===== src/rtl/snap_pkg.sv =====
package snap_pkg;
  localparam int WORD_W    = 32;
  localparam int FMT_W     = 3;
  localparam int PRE_WORDS = 4;   // header, cycle count, timestamp lo, timestamp hi
  localparam int TS_W      = 64;

  typedef enum logic [7:0] {
    RSN_PERIODIC = 8'd1,
    RSN_MANUAL   = 8'd2
  } reason_e;

  // number of counters carried by a given format
  function automatic int unsigned layout_count(input logic [FMT_W-1:0] fmt,
                                               input int unsigned nevt);
    return (nevt * (32'(fmt) + 32'd1)) / 32'd8;
  endfunction
endpackage


===== src/rtl/snap_agg.sv =====
module snap_agg #(
  parameter int NUM_UNITS = 4,
  parameter int NUM_EVT   = 16,
  parameter int CNT_W     = 32
) (
  input  logic                              clk,
  input  logic                              rst_n,
  input  logic [NUM_UNITS*NUM_EVT-1:0]      evt_i,
  input  logic                              gate_i,
  output logic [NUM_EVT-1:0][CNT_W-1:0]     cnt_o,
  output logic [CNT_W-1:0]                  gclk_o
);
  localparam int INC_W = $clog2(NUM_UNITS + 1);

  genvar e;
  for (e = 0; e < NUM_EVT; e++) begin : g_evt
    logic [INC_W-1:0] inc;
    logic [CNT_W-1:0] acc;

    // population count of this event across all units
    always_comb begin
      inc = '0;
      for (int u = 0; u < NUM_UNITS; u++) begin
        inc = inc + INC_W'(evt_i[u*NUM_EVT + e]);
      end
    end

    always_ff @(posedge clk) begin
      if (!rst_n)      acc <= '0;
      else if (gate_i) acc <= acc + CNT_W'(inc);
    end

    assign cnt_o[e] = acc;
  end

  always_ff @(posedge clk) begin
    if (!rst_n)      gclk_o <= '0;
    else if (gate_i) gclk_o <= gclk_o + 1'b1;
  end
endmodule


===== src/rtl/snap_timer.sv =====
module snap_timer #(
  parameter int PER_W = 16
) (
  input  logic             clk,
  input  logic             rst_n,
  input  logic [PER_W-1:0] period_i,
  input  logic             man_i,
  output logic             fire_o,
  output logic             manual_o
);
  logic [PER_W-1:0] tmr;
  logic             per_hit;

  assign per_hit  = (period_i != '0) && (tmr >= period_i - 1'b1);
  assign fire_o   = per_hit || man_i;
  assign manual_o = man_i;

  always_ff @(posedge clk) begin
    if (!rst_n)                tmr <= '0;
    else if (fire_o)           tmr <= '0;
    else if (period_i != '0)   tmr <= tmr + 1'b1;
    else                       tmr <= '0;
  end
endmodule


===== src/rtl/snap_emit.sv =====
module snap_emit
  import snap_pkg::*;
#(
  parameter int NUM_EVT = 16,
  parameter int CNT_W   = 32,
  parameter int CTX_W   = 8,
  parameter int AW      = 6
) (
  input  logic                           clk,
  input  logic                           rst_n,
  input  logic                           fire_i,
  input  logic                           manual_i,
  input  logic [FMT_W-1:0]               fmt_i,
  input  logic [CTX_W-1:0]               ctx_i,
  input  logic [NUM_EVT-1:0][CNT_W-1:0]  cnt_i,
  input  logic [CNT_W-1:0]               gclk_i,
  input  logic [TS_W-1:0]                ts_i,
  input  logic [AW-1:0]                  tail_i,
  input  logic                           wr_ready_i,
  output logic                           wr_valid_o,
  output logic [AW-1:0]                  wr_addr_o,
  output logic [WORD_W-1:0]              wr_data_o,
  output logic [AW-1:0]                  head_o,
  output logic                           ovf_o
);
  localparam int DEPTH   = 1 << AW;
  localparam int LEN_MAX = NUM_EVT + PRE_WORDS;
  localparam int IDX_W   = $clog2(LEN_MAX + 1);
  localparam int SEL_W   = (NUM_EVT > 1) ? $clog2(NUM_EVT) : 1;

  logic                          busy;
  logic [IDX_W-1:0]              idx, len_q, n_sel, len_sel;
  logic [AW-1:0]                 wptr, head_q, used;
  logic [AW:0]                   free_w;
  logic                          fits, last;
  logic [WORD_W-1:0]             hdr_q, gclk_q;
  logic [TS_W-1:0]               ts_q;
  logic [NUM_EVT-1:0][CNT_W-1:0] shadow;
  logic [IDX_W-1:0]              sel_full;
  logic [SEL_W-1:0]              sel;
  reason_e                       rsn;

  assign n_sel   = IDX_W'(layout_count(fmt_i, NUM_EVT));
  assign len_sel = n_sel + IDX_W'(PRE_WORDS);
  assign used    = head_q - tail_i;
  assign free_w  = (AW+1)'(DEPTH - 1) - {1'b0, used};
  assign fits    = 32'(free_w) >= 32'(len_sel);
  assign last    = (idx == len_q - 1'b1);
  assign rsn     = manual_i ? RSN_MANUAL : RSN_PERIODIC;

  always_ff @(posedge clk) begin
    if (!rst_n) begin
      busy   <= 1'b0;
      idx    <= '0;
      len_q  <= '0;
      wptr   <= '0;
      head_q <= '0;
      ovf_q_reset();
    end else begin
      if (busy && wr_ready_i) begin
        idx  <= idx + 1'b1;
        wptr <= wptr + 1'b1;
        if (last) begin
          busy   <= 1'b0;
          head_q <= wptr + 1'b1;
        end
      end
      if (fire_i) begin
        if (busy || !fits) begin
          ovf_o <= 1'b1;
        end else begin
          busy   <= 1'b1;
          idx    <= '0;
          len_q  <= len_sel;
          wptr   <= head_q;
          hdr_q  <= {8'(rsn), 8'(ctx_i), 8'(n_sel), {(8-FMT_W){1'b0}}, fmt_i};
          gclk_q <= WORD_W'(gclk_i);
          ts_q   <= ts_i;
          shadow <= cnt_i;
        end
      end
    end
  end

  // reset helper kept as a plain assignment inside the clocked block
  task automatic ovf_q_reset();
    ovf_o <= 1'b0;
  endtask

  always_comb begin
    sel_full = idx - IDX_W'(PRE_WORDS);
    sel      = SEL_W'(sel_full);
    unique case (idx)
      IDX_W'(0): wr_data_o = hdr_q;
      IDX_W'(1): wr_data_o = gclk_q;
      IDX_W'(2): wr_data_o = ts_q[31:0];
      IDX_W'(3): wr_data_o = ts_q[63:32];
      default:   wr_data_o = (32'(sel_full) < NUM_EVT) ? WORD_W'(shadow[sel]) : '0;
    endcase
  end

  assign wr_valid_o = busy;
  assign wr_addr_o  = wptr;
  assign head_o     = head_q;
endmodule


===== src/rtl/snap_unit.sv =====
module snap_unit
  import snap_pkg::*;
#(
  parameter int NUM_UNITS = 4,
  parameter int NUM_EVT   = 16,
  parameter int CTX_W     = 8,
  parameter int PER_W     = 16,
  parameter int AW        = 6
) (
  input  logic                         clk,
  input  logic                         rst_n,
  input  logic [NUM_UNITS*NUM_EVT-1:0] evt_i,
  input  logic [CTX_W-1:0]             ctx_i,
  input  logic                         filt_i,
  input  logic [CTX_W-1:0]             tgt_ctx_i,
  input  logic [PER_W-1:0]             period_i,
  input  logic [2:0]                   fmt_i,
  input  logic                         snap_req_i,
  output logic                         wr_valid_o,
  input  logic                         wr_ready_i,
  output logic [AW-1:0]                wr_addr_o,
  output logic [31:0]                  wr_data_o,
  output logic [AW-1:0]                head_o,
  input  logic [AW-1:0]                tail_i,
  output logic                         ovf_o
);
  localparam int CNT_W = WORD_W;

  logic                          gate, fire, manual;
  logic [NUM_EVT-1:0][CNT_W-1:0] cnt;
  logic [CNT_W-1:0]              gclk;
  logic [TS_W-1:0]               ts;

  assign gate = !filt_i || (ctx_i == tgt_ctx_i);

  always_ff @(posedge clk) begin
    if (!rst_n) ts <= '0;
    else        ts <= ts + 1'b1;
  end

  snap_agg #(.NUM_UNITS(NUM_UNITS), .NUM_EVT(NUM_EVT), .CNT_W(CNT_W)) u_agg (
    .clk(clk), .rst_n(rst_n), .evt_i(evt_i), .gate_i(gate),
    .cnt_o(cnt), .gclk_o(gclk)
  );

  snap_timer #(.PER_W(PER_W)) u_tmr (
    .clk(clk), .rst_n(rst_n), .period_i(period_i), .man_i(snap_req_i),
    .fire_o(fire), .manual_o(manual)
  );

  snap_emit #(.NUM_EVT(NUM_EVT), .CNT_W(CNT_W), .CTX_W(CTX_W), .AW(AW)) u_emit (
    .clk(clk), .rst_n(rst_n), .fire_i(fire), .manual_i(manual),
    .fmt_i(fmt_i), .ctx_i(ctx_i), .cnt_i(cnt), .gclk_i(gclk), .ts_i(ts),
    .tail_i(tail_i), .wr_ready_i(wr_ready_i), .wr_valid_o(wr_valid_o),
    .wr_addr_o(wr_addr_o), .wr_data_o(wr_data_o), .head_o(head_o), .ovf_o(ovf_o)
  );
endmodule


===== config.mk =====
export PLATFORM = sky130hd
export DESIGN_NAME = snap_unit
export DESIGN_NICKNAME = d
export VERILOG_FILES = /design/src/rtl/snap_pkg.sv /design/src/rtl/snap_agg.sv /design/src/rtl/snap_timer.sv /design/src/rtl/snap_emit.sv /design/src/rtl/snap_unit.sv
export SDC_FILE = /design/constraint.sdc
export NUM_CORES = 2
export LEC_CHECK = 0
export ABC_AREA = 1
export CAP_MARGIN = 5
export CORE_UTILIZATION = 41
export DETAILED_ROUTE_END_ITERATION = 7
export MAX_ROUTING_LAYER = met4
export PLACE_DENSITY_LB_ADDON = 0.12
export SYNTH_ARGS = -nofsm -noshare
export SYNTH_HDL_FRONTEND = slang
export SYNTH_SLANG_ARGS = --single-unit
export TNS_END_PERCENT = 100

===== constraint.sdc =====
create_clock -name clk -period 32.5 [get_ports clk]
set_clock_uncertainty 0.05 [all_clocks]
set_input_delay 8.125 -clock clk [delete_from_list [all_inputs] [get_ports clk]]
set_output_delay 8.125 -clock clk [all_outputs]
set_load 0.01 [all_outputs]

==> metrics.txt <==
clock-pin transition on the worst setup and hold timing paths 0.06 ns; Synth Register Bits 1272; DRT Pass-1 Iters 6; Final setup viols 0; total power draw 3.72 mW; initial antenna violation count 6; WS Path Type in2reg; status complete, no violations; RSZ-0062 raised after global routing false; proportion of layout cells with a drive suffix above 1 3.90%; antenna violation net count after detailed routing 0; startpoint types primary input; clk buf depth 3; Async S/R FF share, synth 0%; overall routing resource usage 28.6%; Pwr Density 50.7 nW/um^2; Slew headroom 16.3%; ranking of synthesized cells by area edfxtp_1 29%, dfxtp_1 20%, nand2_1 10%; Die W 402 um; Synth top area share 28.6%; Starting Density 41.4%; DPL Wire Length 164000 um; synthesized area 65600 um^2; htree depth 4; Top Ports 156; fill count 15800; GR Overflow Total 0; hold_buf cts 0; VDD IR-drop max 0.0465 mV; Synth area leader edfxtp_1; number of flops mapped to enable cells by yosys 625; Resized cells post-CTS 0; port bufs 155; Rows 146; CP Max Fanout 89; largest net degree at the start of global routing 203; Synth top cells by count 1823 x nand2_1, 934 x nor2_1, 771 x nand3_1, 647 x dfxtp_1, 625 x edfxtp_1; count leader, synth nand2_1; Hold Crit Class reg2reg; layout net count 8288; DRC 0; Chip Height 402 um; fin crit share 43.3%; main flop type after synthesis dfxtp_1; CTS buffer count 146; Routed wire per std cell 22.5 um; CTS tree done; leakage power 27.0 nW; Hold Vio Cnt, Final 0; core box area 159000 um^2; minimum clock period 14.08 ns; TritonCTS Sinks 1272; syn nets 8305; Routed WL 230000 um; endpoint class of the critical path flip-flop; post-DR vias/cell 5.55; max-slew violations 0; highest clock rate 71.0 MHz; die area 162000 um^2; Final Non-Filler Cells 10200; Distinct cells, synth 49; vias in the first global route 53100; Clk Latency, worst-skew pair 0.79 ns; Initial DRC Count 5474; register area share after synthesis 48.4%; Inst Count DP 9948; max_cap viols 0; first-pass GRT wire length 344000 um; Hold Slack 0.410 ns; Core Util, Final 46.3%; CTS root buffer clkbuf_16; GPL Wtd Cong 0.978; Worst EP required 32.83 ns; crit path DAT 14.41 ns; area grow syn2layout 12.0%; post-CTS setup buffers 0; synthesized instance count 8041; DR vias 56800; Syn Area/Cell 8.16 um^2; Syn. warnings 0; Setup TNS Final 0 ns; Slew @ Worst Pin 1.25 ns
-- state kept, by name, summed over array words and instances (netlist names) --
signal and cells:
u_emit.ts_q 64, u_tmr.tmr 16, u_emit.wr_addr_o 6, u_emit.head_o 6, u_agg.g_evt.acc 512, u_emit.gclk_q 32
u_emit.hdr_q 17, u_emit.len_q 4, ts 64, u_agg.gclk_o 32, u_emit.wr_valid_o 1, u_emit.shadow 512
u_emit.idx 5, u_emit.ovf_o 1
-- where the power goes --
| part | internal, mW | total, mW | switching (mW) |
|---|---|---|---|
| clock network | 0.957 | 1.67 | 0.715 |
| registers | 1.72 | 1.75 | 0.0260 |
| logic | 0.0863 | 0.304 | 0.218 |
| total | 2.76 | 3.72 | 0.959 |
-- worst max-delay path, cell delays in order --
cell             delay (ns)
clkdlybuf4s50_1        0.40
inv_1                  0.12
ha_1                   0.21
nand2_1                0.12
nor2_1                 0.26
nand2_1                0.12
nor3_1                 0.22
xor2_1                 0.17
inv_1                  0.06
ha_1                   0.27
nand2_1                0.07
nor3_1                 0.23
nand2_1                0.08
nand3_1                0.08
nand2_1                0.06
nand2_1                0.36
nand2_1                0.24
inv_8                  0.52
buf_4                  0.90
buf_4                  0.69
buf_4                  0.95
-- per-layer routing --
layer	global-route usage [%]	share of wire, %	up-vias
li1	-	-	27200
met1	39.6	45	27500
met2	43.6	45	1830
met3	3.97	6.5	294
met4	8.46	3.1	0
met5	-	0	-
-- through the flow --
step,area [um^2],setup WS [ns]
final,73400,18.42
after global routing,73400,17.91
after CTS,73400,18.40
after detailed placement,68600,17.60
after global placement,68600,17.76
after floorplan,65600,9.34
-- worst paths after layout --
kind / startpoint / to / slack (ns) / cells after the start
setup / recovery: period_i[0] / u_emit.shadow[288] / 18.42 / 21
hold / removal: u_tmr.tmr[0] / u_tmr.tmr[0] / 0.41 / 1
setup reg to reg: u_emit.head_o[0] / u_emit.shadow[288] / 25.99 / 18
hold reg to reg: u_tmr.tmr[0] / u_tmr.tmr[0] / 0.41 / 1
-- cell type report --
cell class | count | area, um^2 | area share (%)
antenna | 4 | 10.0 | 0.0136
tap | 2072 | 2590 | 3.53
clock inverter | 73 | 848 | 1.15
sequential | 1272 | 31700 | 43.2
inverter | 503 | 1910 | 2.60
clock buffer | 201 | 3940 | 5.36
timing repair buffer | 205 | 1940 | 2.64
multi-input combinational | 5896 | 30500 | 41.5
-- placed cells by master (no fill, tap or decap), drive strengths merged, types with 3 or more instances in the layout --
| cell | count |
|---|---|
| nand2 | 1824 |
| nor2 | 937 |
| nand3 | 772 |
| dfxtp | 647 |
| edfxtp | 625 |
| a21oi | 599 |
| inv | 511 |
| o21ai | 387 |
| xor2 | 327 |
| nor3 | 208 |
| xnor2 | 204 |
| clkbuf | 201 |
| nand4 | 169 |
| clkdlybuf4s50 | 153 |
| ha | 121 |
| o22ai | 70 |
| o221ai | 53 |
| buf | 52 |
| clkinv | 43 |
| nor3b | 36 |
| nand3b | 35 |
| fa | 33 |
| or2 | 33 |
| a22o | 23 |
| a221oi | 17 |
| nor4 | 14 |
| bufinv | 12 |
| clkinvlp | 10 |
| o211ai | 6 |
| and3 | 6 |
| o21a | 5 |
| diode | 4 |
| a22oi | 4 |
| nand2b | 3 |
| a31oi | 3 |
-- cell families after synthesis --
group	synth area share, %
AOI/OAI and AO/OA	9.69
xor gates and xnor gates	7.09
adders and majority gates	3.31
buffers and inverters	5.23
DFF	48.4
and+or+nand+nor	26.3
(Power assumes the default switching activity.)
